--- src/rtl/vram_pkg.sv ---
package vram_pkg;
  typedef enum logic [2:0] {
    CYC_NONE       = 3'd0,
    CYC_RW         = 3'd1,
    CYC_FULL_XFER  = 3'd2,
    CYC_SPLIT_XFER = 3'd3,
    CYC_REFRESH    = 3'd4,
    CYC_OPT_RESET  = 3'd5,
    CYC_BLOCK_WR   = 3'd6,
    CYC_REG_LOAD   = 3'd7
  } cyc_type_e;
endpackage

--- src/rtl/vram_delay_line.sv ---
module vram_delay_line #(
  parameter int unsigned W       = 1,
  parameter int unsigned STAGES  = 2,
  parameter bit          RST_VAL = 1'b0
) (
  input  logic         clk_i,
  input  logic         rst_ni,
  input  logic [W-1:0] d_i,
  output logic [W-1:0] q_o
);
  logic [W-1:0] stg [STAGES];

  for (genvar i = 0; i < STAGES; i++) begin : g_stg
    if (i == 0) begin : g_first
      always_ff @(posedge clk_i or negedge rst_ni)
        if (!rst_ni) stg[i] <= {W{RST_VAL}};
        else         stg[i] <= d_i;
    end else begin : g_next
      always_ff @(posedge clk_i or negedge rst_ni)
        if (!rst_ni) stg[i] <= {W{RST_VAL}};
        else         stg[i] <= stg[i-1];
    end
  end

  assign q_o = stg[STAGES-1];
endmodule

--- src/rtl/vram_strobe_edge.sv ---
module vram_strobe_edge #(
  parameter int unsigned W      = 2,
  parameter int unsigned STAGES = 2
) (
  input  logic         clk_i,
  input  logic         rst_ni,
  input  logic [W-1:0] strobe_n_i,
  output logic [W-1:0] lvl_o,
  output logic [W-1:0] fall_o,
  output logic [W-1:0] rise_o
);
  logic [W-1:0] prev_q;

  vram_delay_line #(.W(W), .STAGES(STAGES), .RST_VAL(1'b1)) i_sync (
    .clk_i (clk_i),
    .rst_ni(rst_ni),
    .d_i   (strobe_n_i),
    .q_o   (lvl_o)
  );

  always_ff @(posedge clk_i or negedge rst_ni)
    if (!rst_ni) prev_q <= {W{1'b1}};
    else         prev_q <= lvl_o;

  assign fall_o = prev_q & ~lvl_o;
  assign rise_o = ~prev_q & lvl_o;
endmodule

--- src/rtl/vram_cycle_classify.sv ---
module vram_cycle_classify
  import vram_pkg::*;
(
  input  logic      cas_n_i,
  input  logic      xfer_n_i,
  input  logic      we_lo_n_i,
  input  logic      we_hi_n_i,
  input  logic      sf_i,
  output cyc_type_e type_o,
  output logic      dram_o,
  output logic [1:0] mask_en_o
);
  always_comb begin
    dram_o = 1'b0;
    if (!cas_n_i)       type_o = sf_i ? CYC_OPT_RESET : CYC_REFRESH;
    else if (!xfer_n_i) type_o = sf_i ? CYC_SPLIT_XFER : CYC_FULL_XFER;
    else begin
      dram_o = 1'b1;
      if (!sf_i)                    type_o = CYC_RW;
      else if (we_lo_n_i && we_hi_n_i) type_o = CYC_REG_LOAD;
      else                          type_o = CYC_BLOCK_WR;
    end
    mask_en_o = dram_o ? {~we_hi_n_i, ~we_lo_n_i} : 2'b00;
  end
endmodule

--- src/rtl/vram_cycle_decode.sv ---
module vram_cycle_decode
  import vram_pkg::*;
#(
  parameter int unsigned ADDR_W      = 9,
  parameter int unsigned DQ_W        = 16,
  parameter int unsigned SYNC_STAGES = 2
) (
  input  logic              clk_i,
  input  logic              rst_ni,
  input  logic              ras_n_i,
  input  logic              cas_n_i,
  input  logic              we_lo_n_i,
  input  logic              we_hi_n_i,
  input  logic              xfer_n_i,
  input  logic              sf_i,
  input  logic [ADDR_W-1:0] addr_i,
  input  logic [DQ_W-1:0]   dq_i,
  output logic [ADDR_W-1:0] row_o,
  output logic [ADDR_W-1:0] col_o,
  output logic              col_valid_o,
  output logic              cyc_active_o,
  output logic [2:0]        cyc_type_o,
  output logic [1:0]        mask_en_o,
  output logic [DQ_W-1:0]   mask_o,
  output logic              cyc_end_o,
  output logic              proto_err_o
);
  localparam int unsigned BUS_W   = ADDR_W + DQ_W + 4;
  localparam int unsigned SPLIT_B = ADDR_W - 2;

  logic [BUS_W-1:0]  bus_d;
  logic [ADDR_W-1:0] addr_d;
  logic [DQ_W-1:0]   dq_d;
  logic              sf_d, xfer_n_d, we_hi_n_d, we_lo_n_d;
  logic [1:0]        lvl, fall, rise;
  logic              ras_fall, ras_rise, cas_fall, cas_rise, cas_lvl;

  // data aligned with synchronized strobes
  vram_delay_line #(.W(BUS_W), .STAGES(SYNC_STAGES), .RST_VAL(1'b0)) i_bus_dly (
    .clk_i (clk_i),
    .rst_ni(rst_ni),
    .d_i   ({sf_i, xfer_n_i, we_hi_n_i, we_lo_n_i, dq_i, addr_i}),
    .q_o   (bus_d)
  );
  assign {sf_d, xfer_n_d, we_hi_n_d, we_lo_n_d, dq_d, addr_d} = bus_d;

  vram_strobe_edge #(.W(2), .STAGES(SYNC_STAGES)) i_strobe (
    .clk_i     (clk_i),
    .rst_ni    (rst_ni),
    .strobe_n_i({cas_n_i, ras_n_i}),
    .lvl_o     (lvl),
    .fall_o    (fall),
    .rise_o    (rise)
  );
  assign ras_fall = fall[0];
  assign ras_rise = rise[0];
  assign cas_fall = fall[1];
  assign cas_rise = rise[1];
  assign cas_lvl  = lvl[1];

  cyc_type_e  cls_type;
  logic       cls_dram;
  logic [1:0] cls_mask_en;

  vram_cycle_classify i_cls (
    .cas_n_i  (cas_lvl),
    .xfer_n_i (xfer_n_d),
    .we_lo_n_i(we_lo_n_d),
    .we_hi_n_i(we_hi_n_d),
    .sf_i     (sf_d),
    .type_o   (cls_type),
    .dram_o   (cls_dram),
    .mask_en_o(cls_mask_en)
  );

  cyc_type_e         type_q;
  logic [ADDR_W-1:0] row_q, col_q;
  logic [DQ_W-1:0]   mask_q;
  logic [1:0]        mask_en_q;
  logic              active_q, col_valid_q, end_q, err_q, arm_q;

  always_ff @(posedge clk_i or negedge rst_ni) begin
    if (!rst_ni) begin
      type_q      <= CYC_NONE;
      row_q       <= '0;
      col_q       <= '0;
      mask_q      <= '0;
      mask_en_q   <= '0;
      active_q    <= 1'b0;
      col_valid_q <= 1'b0;
      end_q       <= 1'b0;
      err_q       <= 1'b0;
      arm_q       <= 1'b0;
    end else begin
      end_q <= 1'b0;
      err_q <= 1'b0;
      if (ras_fall) begin
        active_q    <= 1'b1;
        row_q       <= addr_d;
        type_q      <= cls_type;
        col_valid_q <= 1'b0;
        mask_en_q   <= cls_mask_en;
        mask_q      <= cls_dram ? dq_d : '0;
        arm_q       <= 1'b0;
      end else if (ras_rise && active_q) begin
        active_q    <= 1'b0;
        type_q      <= CYC_NONE;
        col_valid_q <= 1'b0;
        mask_en_q   <= '0;
        end_q       <= 1'b1;
      end
      if (cas_fall && !ras_fall) begin
        if (active_q) begin
          col_q       <= addr_d;
          if (type_q == CYC_SPLIT_XFER) col_q[SPLIT_B] <= 1'b0;
          col_valid_q <= 1'b1;
        end else begin
          arm_q <= 1'b1;  // may still become column-before-row
        end
      end
      if (cas_rise && arm_q && !ras_fall) begin
        err_q <= 1'b1;
        arm_q <= 1'b0;
      end
    end
  end

  assign row_o        = row_q;
  assign col_o        = col_q;
  assign col_valid_o  = col_valid_q;
  assign cyc_active_o = active_q;
  assign cyc_type_o   = type_q;
  assign mask_en_o    = mask_en_q;
  assign mask_o       = mask_q;
  assign cyc_end_o    = end_q;
  assign proto_err_o  = err_q;
endmodule

--- config.mk ---
export PLATFORM = sky130hd
export DESIGN_NAME = vram_cycle_decode
export DESIGN_NICKNAME = d
export VERILOG_FILES = /design/src/rtl/vram_pkg.sv /design/src/rtl/vram_delay_line.sv /design/src/rtl/vram_strobe_edge.sv /design/src/rtl/vram_cycle_classify.sv /design/src/rtl/vram_cycle_decode.sv
export SDC_FILE = /design/constraint.sdc
export NUM_CORES = 1
export LEC_CHECK = 0
export BUFFER_PORTS_ARGS = -buffer_cell sky130_fd_sc_hd__buf_2
export CORE_ASPECT_RATIO = 1.1
export CORE_UTILIZATION = 55
export CTS_CLUSTER_SIZE = 10
export DETAILED_ROUTE_END_ITERATION = 16
export PLACE_DENSITY = 0.81
export SETUP_SLACK_MARGIN = 0.5
export SLEW_MARGIN = 5
export SYNTH_ARGS = -nofsm -noshare
export SYNTH_HDL_FRONTEND = slang
export SYNTH_SLANG_ARGS = --single-unit
--- constraint.sdc ---
create_clock -name clk_i -period 4.8 [get_ports clk_i]
set_input_delay 0.96 -clock clk_i [delete_from_list [all_inputs] [get_ports clk_i]]
set_output_delay 0.96 -clock clk_i [all_outputs]
set_load 0.02 [all_outputs]
* Word-level counts from Yosys, hierarchy flattened *
Cells that the tools add are included.

operators by class
  multiplexer cells = 28
  reduce and logical (&&, ||, !) cells = 8
  bitwise logic cells = 6
  equal/unequal tests = 1

operators with widths
  operator                                                                count
  1-bit two-way mux                                                       19
  16-bit two-way mux                                                      1
  3-bit two-way mux                                                       5
  2-bit two-way mux                                                       3
  1-bit logical AND                                                       5
  2-bit AND                                                               2
  2-bit NOT                                                               2
  3-bit by 2-bit equality test with 1-bit output (second input constant)  1
  1-bit NOT                                                               2
  2-bit AND reduction                                                     1
  2-bit nonzero test                                                      1
  1-bit logical NOT                                                       1

storage, ports and cells
  register bits after elaboration = 108
  input bits = 33

* Longest topological paths before layout *
Gate-level depths: netlist of run 1.

  word-level depth = 7
  mapped depth = 6

* Modules after synthesis *
Synthesis of run 1 repeated with hierarchy kept, for this count alone.

second synthesis, totals
  cells, all modules = 219
  area total of the unflattened synthesis = 3599.7 um^2

by module, submodules not included
  module                             times used  area each (um^2)  cells each
  vram_cycle_decode                  1           1669.1            110
  vram_delay_line (i_bus_dly)        1           1669.1            87
  vram_delay_line (i_strobe.i_sync)  1           120.1             6
  vram_strobe_edge                   1           87.6              6
  vram_cycle_classify                1           53.8              10

* Worst setup path after synthesis of run 1 *
No wires, ideal clock.

  path kind = register to register
  start = register i_strobe.i_sync.stg, in the netlist i_strobe.i_sync.q_o[0]
  end = register col_q[0] (netlist: col_o[0])
  stages on the path, launching flop included = 5
  required time = 4.675 ns
  arrival = 1.424 ns
  setup slack = 3.251 ns
  cell sequence = dfstp_2 -> nor2b_1 -> buf_6 -> nor3_4 -> mux2_2

on the way
  longest elaborated chain between the ends = 5

RTL lines
  item                               RTL line                  source
  from (decl)                        vram_delay_line.sv:11     logic [W-1:0] stg [STAGES];
  from (signal, indexed assignment)  vram_delay_line.sv:20     if (!rst_ni) stg[i] <= {W{RST_VAL}};
  from (signal, indexed assignment)  vram_delay_line.sv:21     else stg[i] <= stg[i-1];
  2-bit NOT                          vram_strobe_edge.sv:25    assign fall_o = prev_q & ~lvl_o;
  2-bit AND                          vram_strobe_edge.sv:25
  1-bit logical NOT                  vram_cycle_decode.sv:112  if (cas_fall && !ras_fall) begin
  1-bit logical AND                  vram_cycle_decode.sv:112
  2-bit AND reduction (no line)      n/a
  to (signal assigned)               vram_cycle_decode.sv:114  col_q <= addr_d;
  to (decl)                          vram_cycle_decode.sv:77   logic [ADDR_W-1:0] row_q, col_q;

No other way between the ends.
A chain may end at the register's enable or synchronous reset.

* Final worst setup path of run 1 *
  start = register active_q (netlist: cyc_active_o)
  end = output port cyc_active_o

RTL lines
  item                    RTL line                  source
  from (decl)             vram_cycle_decode.sv:80   logic active_q, col_valid_q, end_q, err_q, arm_q;
  from (signal assigned)  vram_cycle_decode.sv:89   active_q <= 1'b0;
  from (signal assigned)  vram_cycle_decode.sv:98   active_q <= 1'b1;
  from (signal assigned)  vram_cycle_decode.sv:106  active_q <= 1'b0;
  to (decl)               vram_cycle_decode.sv:21   output logic cyc_active_o,

No word-level cell between the ends.

==> impl_metrics.ini, run 1 <==
[setup_path]
timing.rr.start = i_strobe.i_sync.q_o[0]
critPathKind = flip-flop to primary output
endpoint_kind = primary output
critPathTopFamily = flip-flops
slowest_delay_ns = 0.43
critical_path.n_buffers_inverters = 1
cp_slowest_cell = dfrtp_1
startpoint = cyc_active_o
cp.required_ns = 3.84
crit_chain = buf_2
r2r_cells = 4
worstPathMaxFanout = 5
cp_data_arrival_time_ns = 0.98
r2r_end = col_o[6]
cp-start-kind = flip-flop
r2r_slack_ns = 3.00

[timing]
slew_violations = 0
post-route-period-util = 0.404
relSlewSlack = 0.359
setup_tns_ns = 0
period_needed_ns = 1.94
worst_slew_pin_slew_ns = 0.962
grt_setup_unrepaired = no
hold_viol = 0
finalSetupViolCount = 0
max_freq_ghz = 0.516
fin_ws_ns = 2.86
fin_skew_ns = 0.00913

[yosys]
ys_seq_area_frac = 0.822
avgSynthCellArea_um2 = 16.5
syn_nets = 233
synth_seq_cells = 108
syn_inst = 200
yosysWarnings = 0
syn_area_um2 = 3300
ys_types = 30

[clocking]
root_buffer = clkbuf_8
h-tree-depth = 3
clock_sinks = 108
cts_buffer_depth = 2
clk_latency_ns = 0.35
cts_inserted_buffers = 9
cts_resized = 0
postCtsSetupBuffers = 0
clk_pin_slew_ns = 0.09
cts_tree = yes
cts_hold_buf = 0

[place]
pre_cts_ws_ns = 2.67
port_buffers = 75
place_congestion = 0.718
dpl.hpwl_mm = 3.36

[route]
drtIter0Drc = 77
route.detailed.drc = 0
ant_nets = 0
wl_per_cell_um = 14.0
drt_first_pass_iters = 4
routed_via_density = 5.00
dr_total_vias = 1810
drt_wl_total_mm = 5.06

[die]
core-area_um2 = 5770
die_y_um = 83.2
ios = 76
rows = 29
start_util = 0.571
dieWidth_um = 75.8
dieArea_um2 = 6310

[pwr]
power.share.sequential = 0.567
p_total_mw = 1.81
worst_ir_drop_vdd_v = 0.000279
leakagePower_nw = 2.02
clkPwrFrac = 0.324
p_sw_frac = 0.243
p_switching_uw = 439
powerDensity_nw_per_um2 = 456
combPwrFrac = 0.109
p_int_mw = 1.37

[global_route]
grt_max_degree = 68
grt_pass1_wl_mm = 8.58
antenna_found_initial = 0
grtUsageTotal = 0.190
grt_pass1_vias = 1817
grt_overflow = 0

[layout]
antenna_cells = 0
final_util = 0.687
most-common-layout-cells = 102 x dfrtp_1, 74 x buf_2, 33 x nand2_1
drive_gt1_frac = 0.379
area_growth_pct = 20.3
final_common_cell = dfrtp_1
fin_nets = 313

[min_path]
holdCritStartpoint = i_bus_dly.stg[33]
holdPathEnd = i_bus_dly.q_o[4]
min_path_type = flip-flop to flip-flop
holdPathStages = 0

[status]
status = finished clean

[flow_run]
drv_cap = 0
-- synthesized netlist by cell type --
master / n / area share
a21oi_1: 3 / 0.0046
clkbuf_2: 1 / 0.0015
dfrtp_1: 102 / 0.77
and3b_1: 1 / 0.0027
buf_2: 1 / 0.0015
mux2_2: 8 / 0.027
buf_6: 1 / 0.0034
o21ai_0: 1 / 0.0015
or2b_1: 1 / 0.0023
mux2i_1: 1 / 0.0030
nand2_1: 33 / 0.038
clkbuf_1: 3 / 0.0034
nand4_1: 1 / 0.0019
buf_1: 1 / 0.0011
dfstp_2: 6 / 0.048
a32o_1: 1 / 0.0030
nor2_1: 2 / 0.0023
and3_1: 1 / 0.0019
nor2b_1: 2 / 0.0038
maj3_1: 1 / 0.0030
nor3_4: 1 / 0.0049
inv_1: 2 / 0.0023
nor3_1: 1 / 0.0015
nand2b_1: 1 / 0.0019
a21o_1: 2 / 0.0046
o2bb2ai_1: 2 / 0.0053
a22o_1: 17 / 0.045
buf_4: 1 / 0.0023
o21bai_1: 1 / 0.0023
nand3_1: 1 / 0.0015
-- worst max-delay path by stage --
stage | to | cells past startpoint
finish | cyc_active_o | 1
detailed placement | row_o[6] | 2
floorplan | col_o[0] | 4
global route | cyc_active_o | 1
global placement | col_o[6] | 2
CTS | cyc_active_o | 1
-- metal layers --
metal | share of wire | global-route usage | vias up
met3 | 0.056 | 0.0376 | 12
met5 | 0 | 0 | -
met2 | 0.48 | 0.289 | 66
li1 | - | - | 826
met4 | 0.023 | 0.103 | 0
met1 | 0.44 | 0.256 | 906
-- flip-flops by register name, indices dropped and copies added (netlist names) --
signal	count
cyc_active_o	1
cyc_type_o	3
i_bus_dly.stg	29
mask_o	16
col_valid_o	1
i_bus_dly.q_o	29
mask_en_o	2
proto_err_o	1
cyc_end_o	1
row_o	9
arm_q	1
i_strobe.i_sync.q_o	2
i_strobe.prev_q	2
i_strobe.i_sync.stg	2
col_o	9
-- power by group through the flow --
| stage | logic [mW] | registers, mW | clock network (mW) |
|---|---|---|---|
| 6_report | 0.197 | 1.02 | 0.586 |
| 5_1_grt | 0.216 | 1.03 | 0.634 |
| 4_1_cts | 0.201 | 1.03 | 0.599 |
| 3_5_place_dp | 0.201 | 1.04 | 0 |
| 3_3_place_gp | 0.195 | 1.04 | 0 |
| 2_1_floorplan | 0.0553 | 1.09 | 0 |
-- cell families (layout without fill, tap and decap cells) --
group,after synthesis,count (layout),share of synthesized area
flip-flops,108,108,0.822
adder cells (fa/ha/maj),1,1,0.00304
multiplexers,9,9,0.0304
AND/OR/NAND/NOR,45,45,0.0623
AO/OA/AOI/OAI,27,27,0.0664
buffers and inverters,10,95,0.0156
-- layout make-up --
cell class / instances / area (um2)
repair buffers: 77 / 393
clock inverters: 6 / 87.6
inverters: 2 / 7.51
fillers: 390 / 1800
multi-input cells: 82 / 534
well taps: 77 / 96.3
clock buffers: 10 / 138
flip-flops and latches: 108 / 2710
-- per-stage QoR --
step	hold slack, ns	cell area, um2	cells
floorplan	0.331	3300	200
global placement	0.331	3740	346
detailed placement	0.335	3740	346
CTS	0.344	3970	362
global route	0.359	3970	362
finish	0.342	3970	362
Power figures use the tool's default switching activity.
==> run 2, diff against run 1 <==
CORE_UTILIZATION = 52   (was 55)
PLACE_DENSITY = 0.77   (was 0.81)
clock period = 1.95 ns   (was 4.8 ns; I/O delays follow)
==> run 2 against run 1 <==
Net effect: cell count increased by 3.0%; highest routed layer unchanged; via count decreased by 0.28%; critical path depth grew 3.
==> impl_metrics.ini, run 2 (synthesis gave the netlist of run 1 again) <==
[route]
route.detailed.drc = 0
wl_per_cell_um = 14.4
dr_total_vias = 1805
drt_first_pass_iters = 4
routed_via_density = 4.84
drt_wl_total_mm = 5.36
ant_nets = 0
drtIter0Drc = 74

[setup_path]
cp-start-kind = flip-flop
critPathKind = flip-flop to flip-flop
cp.required_ns = 2.20
crit_chain = nor2b_4, nor3_4, buf_12, mux2_2
endpoint_kind = flip-flop
critical_path.n_buffers_inverters = 1
cp.depth = 4
slowest_delay_ns = 0.57
r2r_slack_ns = 0.48
critPathTopFamily = flip-flops
cp_data_arrival_time_ns = 1.72
startpoint = i_strobe.i_sync.q_o[0]
r2r_cells = 4
r2r_end = col_o[2]
worstSetupEndpoint = col_o[2]
timing.rr.start = i_strobe.i_sync.q_o[0]
worstPathMaxFanout = 9
cp_slowest_cell = dfstp_2

[layout]
drive_gt1_frac = 0.396
most-common-layout-cells = 102 x dfrtp_1, 74 x buf_2, 33 x nand2_1
antenna_cells = 0
fin_nets = 321
final_common_cell = dfrtp_1
area_growth_pct = 23.0

[global_route]
antenna_found_initial = 0
grtUsageTotal = 0.186
grt_max_degree = 56
grt_pass1_wl_mm = 9.05
grt_overflow = 0
grt_pass1_vias = 1886

[pwr]
worst_ir_drop_vdd_v = 0.000740
p_switching_mw = 1.11
powerDensity_nw_per_um2 = 1090
p_sw_frac = 0.252
clkPwrFrac = 0.312
combPwrFrac = 0.115
leakagePower_nw = 2.06
power.share.sequential = 0.572
p_int_mw = 3.30
p_total_mw = 4.41

[timing]
relSlewSlack = 0.690
period_needed_ns = 1.47
fin_skew_ns = 0.0108
hold_slack_ns = 0.123
grt_setup_unrepaired = yes
setup_tns_ns = 0
post-route-period-util = 0.753
max_freq_ghz = 0.681
fin_ws_ns = 0.481
finalSetupViolCount = 0
hold_viol = 0
slew_violations = 0
worst_slew_pin_slew_ns = 0.464

[die]
die_y_um = 85.5
ios = 76
start_util = 0.535
dieWidth_um = 77.9
rows = 30
dieArea_um2 = 6660
core-area_um2 = 6160

[place]
port_buffers = 75
place_congestion = 0.724
pre_cts_ws_ns = 0.269
dpl.hpwl_mm = 3.49

[clocking]
cts_inserted_buffers = 9
h-tree-depth = 3
cts_tree = yes
cts_buffer_depth = 2
clk_latency_ns = 0.36
clock_sinks = 108
clk_pin_slew_ns = 0.10
root_buffer = clkbuf_8

[min_path]
min_path_type = input port to flip-flop

[flow_run]
drv_cap = 0

[status]
status = finished clean
-- run 2: cell type report --
class,instances,area (um2)
inverters,2,7.51
fillers,462,2100
repair buffers,85,484
flip-flops and latches,108,2710
clock buffers,11,151
clock inverters,5,57.6
multi-input cells,82,542
well taps,80,100
-- run 2: how the worst min path moves through the flow --
stage | startpoint | end | slack (ns) | depth (start not counted)
detailed placement | i_bus_dly.stg[41] | i_bus_dly.q_o[12] | 0.33 | 0
global placement | i_bus_dly.stg[39] | i_bus_dly.q_o[10] | 0.33 | 0
global route | ras_n_i | i_strobe.i_sync.stg[2] | 0.1 | 1
CTS | cas_n_i | i_strobe.i_sync.stg[3] | 0.10 | 1
finish | ras_n_i | i_strobe.i_sync.stg[2] | 0.12 | 1
floorplan | rst_ni | arm_q | 0.09 | 0
-- run 2: power groups by stage --
stage | logic (mW) | registers [mW] | clock network (mW)
final | 0.508 | 2.52 | 1.38
after global routing | 0.554 | 2.55 | 1.51
after CTS | 0.512 | 2.53 | 1.42
after detailed placement | 0.504 | 2.57 | 0
after global placement | 0.488 | 2.56 | 0
after floorplan | 0.136 | 2.69 | 0
-- run 2: through the flow --
stage | area, um2 | cells | utilization
6_report | 4050 | 373 | 0.658
5_1_grt | 4050 | 373 | 0.658
4_1_cts | 4040 | 372 | 0.657
3_5_place_dp | 3790 | 353 | 0.615
3_3_place_gp | 3790 | 353 | 0.615
2_1_floorplan | 3300 | 200 | -
-- run 2: timing repair --
item                                   in CTS  in global routing
buffers inserted                            2                  1
pin swaps                                   1                  1
endpoints found under the hold margin      31                  0
gates resized for setup                     2                  1
hold buffers                                1                  0
setup endpoints to repair                  38                 27
gates cloned                                0                  0
-- run 2: per-layer routing --
metal	wire length [um]	GRT usage	vias up	part of all wire
met3	282	0.0553	7	0.053
met2	2560	0.282	63	0.48
met1	2450	0.255	893	0.46
li1	-	-	842	-
met5	0	0	-	0
met4	69	0.0758	0	0.013
